`src/rtl/cqw_pkg.sv`:
```
// Package: shared constants and types for the completion queue writer.
// Assumes a fixed 16-byte record made of four 32-bit dwords.
package cqw_pkg;

    localparam int DW_BITS    = 32;
    localparam int REC_DWORDS = 4;
    localparam int REC_BITS   = DW_BITS * REC_DWORDS;
    localparam int REC_SHIFT  = 4;   // log2 of record bytes
    localparam int IDX_BITS   = 16;
    localparam int LEN_BITS   = 32;
    localparam int PHASE_BIT  = DW_BITS - 1;

    typedef enum logic [1:0] {
        ST_IDLE = 2'd0,
        ST_REQ  = 2'd1,
        ST_WAIT = 2'd2
    } cqw_state_e;

endpackage

```
`src/rtl/cqw_ring_track.sv`:
```
// Module: cqw_ring_track
// Holds the producer pointer and derives the slot, the phase and the full flag.
// Assumes PTR_W > LOG_SIZE, so that the pointers carry wrap parity above the slot bits.
module cqw_ring_track #(
    parameter int LOG_SIZE = 8,
    parameter int PTR_W    = 16
) (
    input  logic                clk,
    input  logic                rst_n,
    input  logic                advance,
    input  logic [PTR_W-1:0]    cons_ptr,
    output logic [PTR_W-1:0]    prod_ptr,
    output logic [LOG_SIZE-1:0] slot,
    output logic                phase,
    output logic                full
);

    localparam logic [PTR_W-1:0] RING_ENTRIES = {{(PTR_W-1){1'b0}}, 1'b1} << LOG_SIZE;

    logic [PTR_W-1:0] occupancy;

    // Advance the producer pointer once per acknowledged record.
    always_ff @(posedge clk) begin
        if (!rst_n) begin
            prod_ptr <= '0;
        end else if (advance) begin
            prod_ptr <= prod_ptr + {{(PTR_W-1){1'b0}}, 1'b1};
        end
    end

    // Derive the slot, the phase and the fill level from the pointers.
    always_comb begin
        occupancy = prod_ptr - cons_ptr;
        full      = (occupancy >= RING_ENTRIES);
        slot      = prod_ptr[LOG_SIZE-1:0];
        phase     = ~prod_ptr[LOG_SIZE];
    end

endmodule

```
`src/rtl/cqw_rec_build.sv`:
```
// Module: cqw_rec_build
// Forms the write address and the 128-bit record from the slot, phase and captured fields.
// Assumes ADDR_W > LOG_SIZE + 4; the ring base need not be aligned.
module cqw_rec_build
    import cqw_pkg::*;
#(
    parameter int LOG_SIZE = 8,
    parameter int ADDR_W   = 64
) (
    input  logic [ADDR_W-1:0]   ring_base,
    input  logic [LOG_SIZE-1:0] slot,
    input  logic                phase,
    input  logic [IDX_BITS-1:0] wq_idx,
    input  logic [LEN_BITS-1:0] len,
    output logic [ADDR_W-1:0]   addr,
    output logic [REC_BITS-1:0] data
);

    logic [ADDR_W-1:0]  slot_offset;
    logic [DW_BITS-1:0] dword [REC_DWORDS];

    // Scale the slot by the record size and add it to the base.
    always_comb begin
        slot_offset = '0;
        slot_offset[LOG_SIZE+REC_SHIFT-1:0] = {slot, {REC_SHIFT{1'b0}}};
        addr = ring_base + slot_offset;
    end

    // Fill the four dwords of the record.
    always_comb begin
        dword[0] = {{(DW_BITS-IDX_BITS){1'b0}}, wq_idx};
        dword[1] = len;
        dword[2] = '0;
        dword[3] = '0;
        dword[3][PHASE_BIT] = phase;
    end

    // Place the dwords on the bus, dword 0 in the low bits.
    for (genvar g = 0; g < REC_DWORDS; g++) begin : g_pack
        assign data[g*DW_BITS +: DW_BITS] = dword[g];
    end

endmodule

```
`src/rtl/cqw_seq.sv`:
```
// Module: cqw_seq
// Sequences one completion at a time: accept, request the write, wait for the acknowledge, raise the interrupt.
// Assumes wr_done is a one-cycle pulse that follows the accepted request.
module cqw_seq
    import cqw_pkg::*;
(
    input  logic                clk,
    input  logic                rst_n,
    input  logic                ring_full,
    input  logic                irq_mask,
    input  logic                cpl_valid,
    output logic                cpl_ready,
    input  logic [IDX_BITS-1:0] cpl_wq_idx,
    input  logic [LEN_BITS-1:0] cpl_len,
    output logic                wr_valid,
    input  logic                wr_ready,
    input  logic                wr_done,
    output logic                advance,
    output logic [IDX_BITS-1:0] cap_idx,
    output logic [LEN_BITS-1:0] cap_len,
    output logic                irq
);

    cqw_state_e state;

    // Step the controller and capture the accepted completion fields.
    always_ff @(posedge clk) begin
        if (!rst_n) begin
            state   <= ST_IDLE;
            cap_idx <= '0;
            cap_len <= '0;
            irq     <= 1'b0;
        end else begin
            irq <= 1'b0;
            case (state)
                ST_IDLE: begin
                    if (cpl_valid && cpl_ready) begin
                        cap_idx <= cpl_wq_idx;
                        cap_len <= cpl_len;
                        state   <= ST_REQ;
                    end
                end
                ST_REQ: begin
                    if (wr_ready) begin
                        state <= ST_WAIT;
                    end
                end
                ST_WAIT: begin
                    if (wr_done) begin
                        irq   <= ~irq_mask;
                        state <= ST_IDLE;
                    end
                end
                default: state <= ST_IDLE;
            endcase
        end
    end

    // Drive the handshakes from the controller state.
    always_comb begin
        cpl_ready = (state == ST_IDLE) && !ring_full;
        wr_valid  = (state == ST_REQ);
        advance   = (state == ST_WAIT) && wr_done;
    end

endmodule

```
`src/rtl/cq_phase_writer.sv`:
```
// Module: cq_phase_writer
// Top: writes phase-tagged 16-byte completion records into a host ring and raises an interrupt per record.
// Assumes the host owns cons_ptr and moves it forward only over consumed entries.
module cq_phase_writer
    import cqw_pkg::*;
#(
    parameter int LOG_SIZE = 8,
    parameter int PTR_W    = 16,
    parameter int ADDR_W   = 64
) (
    input  logic                clk,
    input  logic                rst_n,
    input  logic [ADDR_W-1:0]   ring_base,
    input  logic [PTR_W-1:0]    cons_ptr,
    input  logic                irq_mask,
    input  logic                cpl_valid,
    output logic                cpl_ready,
    input  logic [15:0]         cpl_wq_idx,
    input  logic [31:0]         cpl_len,
    output logic                wr_valid,
    input  logic                wr_ready,
    output logic [ADDR_W-1:0]   wr_addr,
    output logic [127:0]        wr_data,
    input  logic                wr_done,
    output logic [PTR_W-1:0]    prod_ptr,
    output logic                irq
);

    logic                advance;
    logic                ring_full;
    logic                phase;
    logic [LOG_SIZE-1:0] slot;
    logic [IDX_BITS-1:0] cap_idx;
    logic [LEN_BITS-1:0] cap_len;

    cqw_ring_track #(
        .LOG_SIZE (LOG_SIZE),
        .PTR_W    (PTR_W)
    ) i_ring (
        .clk      (clk),
        .rst_n    (rst_n),
        .advance  (advance),
        .cons_ptr (cons_ptr),
        .prod_ptr (prod_ptr),
        .slot     (slot),
        .phase    (phase),
        .full     (ring_full)
    );

    cqw_seq i_seq (
        .clk        (clk),
        .rst_n      (rst_n),
        .ring_full  (ring_full),
        .irq_mask   (irq_mask),
        .cpl_valid  (cpl_valid),
        .cpl_ready  (cpl_ready),
        .cpl_wq_idx (cpl_wq_idx),
        .cpl_len    (cpl_len),
        .wr_valid   (wr_valid),
        .wr_ready   (wr_ready),
        .wr_done    (wr_done),
        .advance    (advance),
        .cap_idx    (cap_idx),
        .cap_len    (cap_len),
        .irq        (irq)
    );

    cqw_rec_build #(
        .LOG_SIZE (LOG_SIZE),
        .ADDR_W   (ADDR_W)
    ) i_rec (
        .ring_base (ring_base),
        .slot      (slot),
        .phase     (phase),
        .wq_idx    (cap_idx),
        .len       (cap_len),
        .addr      (wr_addr),
        .data      (wr_data)
    );

endmodule

```
`config.mk`:
```
export PLATFORM = sky130hd
export DESIGN_NAME = cq_phase_writer
export DESIGN_NICKNAME = d
export VERILOG_FILES = /design/src/rtl/cqw_pkg.sv /design/src/rtl/cqw_ring_track.sv /design/src/rtl/cqw_rec_build.sv /design/src/rtl/cqw_seq.sv /design/src/rtl/cq_phase_writer.sv
export SDC_FILE = /design/constraint.sdc
export NUM_CORES = 1
export LEC_CHECK = 0
export CAP_MARGIN = 20
export CORE_AREA = 8 8 126 128
export DETAILED_ROUTE_END_ITERATION = 16
export DIE_AREA = 0 0 134 136
export DONT_BUFFER_PORTS = 1
export PLACE_DENSITY = 0.53
export SYNTH_ARGS = -nofsm -noshare
export SYNTH_HDL_FRONTEND = slang
export SYNTH_SLANG_ARGS = --single-unit
```
`constraint.sdc`:
```
create_clock -name clk -period 3.8 [get_ports clk]
set_input_delay 0.19 -clock clk [delete_from_list [all_inputs] [get_ports clk]]
set_output_delay 0.19 -clock clk [all_outputs]
set_load 0.05 [all_outputs]
```
==> results.sh <==
export IMPL_status="finished, final reports clean"
export IMPL_grt_ovfl_total=0
export IMPL_slew_headroom_pct=30.8
export IMPL_portBuffers=0
export IMPL_vias=4840
export IMPL_synth_top_cell_by_area="dfxtp_1"
export IMPL_synth_top_cells_by_count="129 x nand2_1, 88 x buf_4, 67 x dfxtp_1, 52 x xnor2_1, 48 x mux2i_1"
export IMPL_vdd_drop_max_mv=0.180
export IMPL_grt_usage_pct=17.1
export IMPL_synth_top_area_share_pct=24.4
export IMPL_crit_fanout=30
export IMPL_hpwl_um=13800
export IMPL_cap_violations=0
export IMPL_gp_congestion=0.899
export IMPL_ys_top_cells_by_area="dfxtp_1 24%, buf_4 12%, nand2_1 8.8%"
export IMPL_grt_pass1_vias=4836
export IMPL_min_period_ns=3.54
export IMPL_antenna_left=0
export IMPL_worst_setup_path_start_kind="flip-flop"
export IMPL_htreeDepth=3
export IMPL_cts_made_buffers=9
export IMPL_period_share_pct=93.1
export IMPL_synth_most_common_cell="nand2_1"
export IMPL_fmax_mhz=283
export IMPL_critPathKind="flip-flop to flip-flop"
export IMPL_grt_start_max_net_pins=97
export IMPL_wire_per_inst_um=17.6
export IMPL_syn_area_per_cell_um2=7.85
export IMPL_yosysWarnings=0
export IMPL_firstDrtPassIters=4
export IMPL_fin_skew_ns=0.00720
export IMPL_via_per_inst=4.96
export IMPL_leakage_uw=0.00278
export IMPL_fin_hold_ws_ns=0.0125
export IMPL_critical_path_required_ns=4.07
export IMPL_core_area_um2=14000
export IMPL_grt_pass1_wl_um=25500
export IMPL_setup_viol=0
export IMPL_nNetsFinal=945
export IMPL_clkLatencyLatePin_ns=0.33
export IMPL_rsz0062_at_grt="no"
export IMPL_synthCells=701
export IMPL_worst_slew_pin_slew_ns=1.04
export IMPL_die_height_um=136
export IMPL_ys_flop_type="dfxtp_1"
export IMPL_yosysSeqAreaShare_pct=24.4
export IMPL_rows=44
export IMPL_arrival_ns=3.81
export IMPL_tritoncts="built"
export IMPL_netlist_area_um2=5500
export IMPL_finalSetupTns_ns=0
export IMPL_die_x_um=134
export IMPL_io_pins=345
export IMPL_worst_setup_path_end_kind="flip-flop"
export IMPL_hold_viol=0
export IMPL_postSynth_asyncResetShare_pct=0
export IMPL_die_area_um2=18200
export IMPL_clkTransAtPathRegs_ns=0.06
export IMPL_post_cts_setup_buffers=0
export IMPL_wl_um=17200
export IMPL_antenna_found_initial=0
export IMPL_clock_sinks=67
export IMPL_remaining_drc_errors=0
export IMPL_floorplan_initialDensity_pct=39.2
export IMPL_cts_max_path_buffers=2
export IMPL_synth_seq_cells=67
export IMPL_slew_violations=0
export IMPL_synth_edf_count=0
export IMPL_ys_types=56
export IMPL_cts_root_buffer="clkbuf_16"
export IMPL_powerDensity_nw_per_um2=304
export IMPL_first_iter_violations=181
export IMPL_hp_class="primary input to flip-flop"
export IMPL_finalPower_uw=1960
export IMPL_drive_above_1_share_pct=14.0
export IMPL_areaGrowthSynthToFinish_pct=17.3
layout make-up:
class	instances	area [um^2]
multi-input cells	569	3580
flip-flops and latches	67	1340
diodes	1	2.50
clock inverters	7	51.3
well taps	184	230
clock buffers	9	225
inverters	29	109
fillers	1409	7580
repair buffers	110	917
layout by cell type, fill, tap and decap left out, drive strengths merged, types with 3 or more instances in the layout:
master,synthesis,final
dfxtp,67,67
and2,17,17
nor2,26,26
mux2i,48,48
o21ai,14,14
nor2b,9,9
and4,7,7
conb,1,79
xnor2,52,52
clkinv,0,3
ha,24,24
a21o,3,3
and3,24,24
a21oi,18,18
a2111oi,3,3
o21a,5,5
nor4,3,3
nand2b,5,5
inv,29,31
buf,95,78
nand2,129,129
nand4,14,14
xor2,24,24
nor3,11,11
nand3,29,29
o211ai,4,4
clkbuf,19,10
dlygate4sd3,0,31
cells by family after synthesis:
| kind of cell | synth area share (%) |
|---|---|
| AO/OA/AOI/OAI | 7.57 |
| XOR/XNOR | 12.1 |
| adder cells (fa/ha/maj) | 5.82 |
| buffers and inverters | 16.3 |
| flip-flops | 24.4 |
| multiplexers | 8.94 |
| other | 0.0681 |
| AND/OR/NAND/NOR | 24.9 |
path summary, 6_finish.rpt:
kind                                         from                             end  slack [ns]  cells after the start
hold reg to reg       i_seq.state[1]$_SDFFE_PN0P_     i_seq.state[1]$_SDFFE_PN0P_        0.61                      2
hold / removal                              rst_n   i_seq.cap_idx[1]$_SDFFE_PN0P_        0.01                      2
setup reg to reg  i_ring.prod_ptr[3]$_SDFFE_PN0P_  i_seq.cap_len[15]$_SDFFE_PN0P_        0.26                     11
setup / recovery  i_ring.prod_ptr[3]$_SDFFE_PN0P_  i_seq.cap_len[15]$_SDFFE_PN0P_        0.26                     11
routing by layer:
metal	track usage, %	routed length, um
met5	0	0
met4	5.74	311
met3	6.25	1680
met2	30.6	8730
met1	18.2	6460
through the flow:
| stage | utilization [%] | worst slack (ns) | instance area, um^2 | cells |
|---|---|---|---|---|
| 2_1_floorplan | - | 0.00471 | 5800 | 779 |
| 5_1_grt | 46.0 | 0.0329 | 6450 | 975 |
| 3_5_place_dp | 41.6 | 0.549 | 5840 | 926 |
| 4_1_cts | 45.8 | 0.177 | 6420 | 973 |
| 6_report | 46.0 | 0.261 | 6450 | 976 |
| 3_3_place_gp | 41.6 | 0.654 | 5840 | 926 |
registers in the layout, indices dropped and copies added (netlist names):
register	count
i_seq.state	2
i_seq.irq	1
i_ring.prod_ptr	16
i_seq.cap_len	32
i_seq.cap_idx	16
report_power, final:
part | switching, uW | internal, uW
clock | 325 | 444
combinational | 373 | 111
sequential | 3.17 | 703
worst max-delay path: stages, from the launching register on:
cell and delay, ns:
dfxtp_1 0.52, ha_1 0.33, a21oi_1 0.13, nor2b_1 0.07, nor4b_2 0.33, o211ai_1 0.17, a21oi_1 0.20, xor2_1 0.24
and4_4 0.43, buf_12 0.27, mux2i_1 0.22, dlygate4sd3_1 0.57
timing repair:
item	CTS	global route
setup endpoints to repair	0	9
gates resized for setup	0	4
hold endpoints to repair	43	0
hold buffers	31	0
No activity file was read; power rests on OpenSTA's default activity.
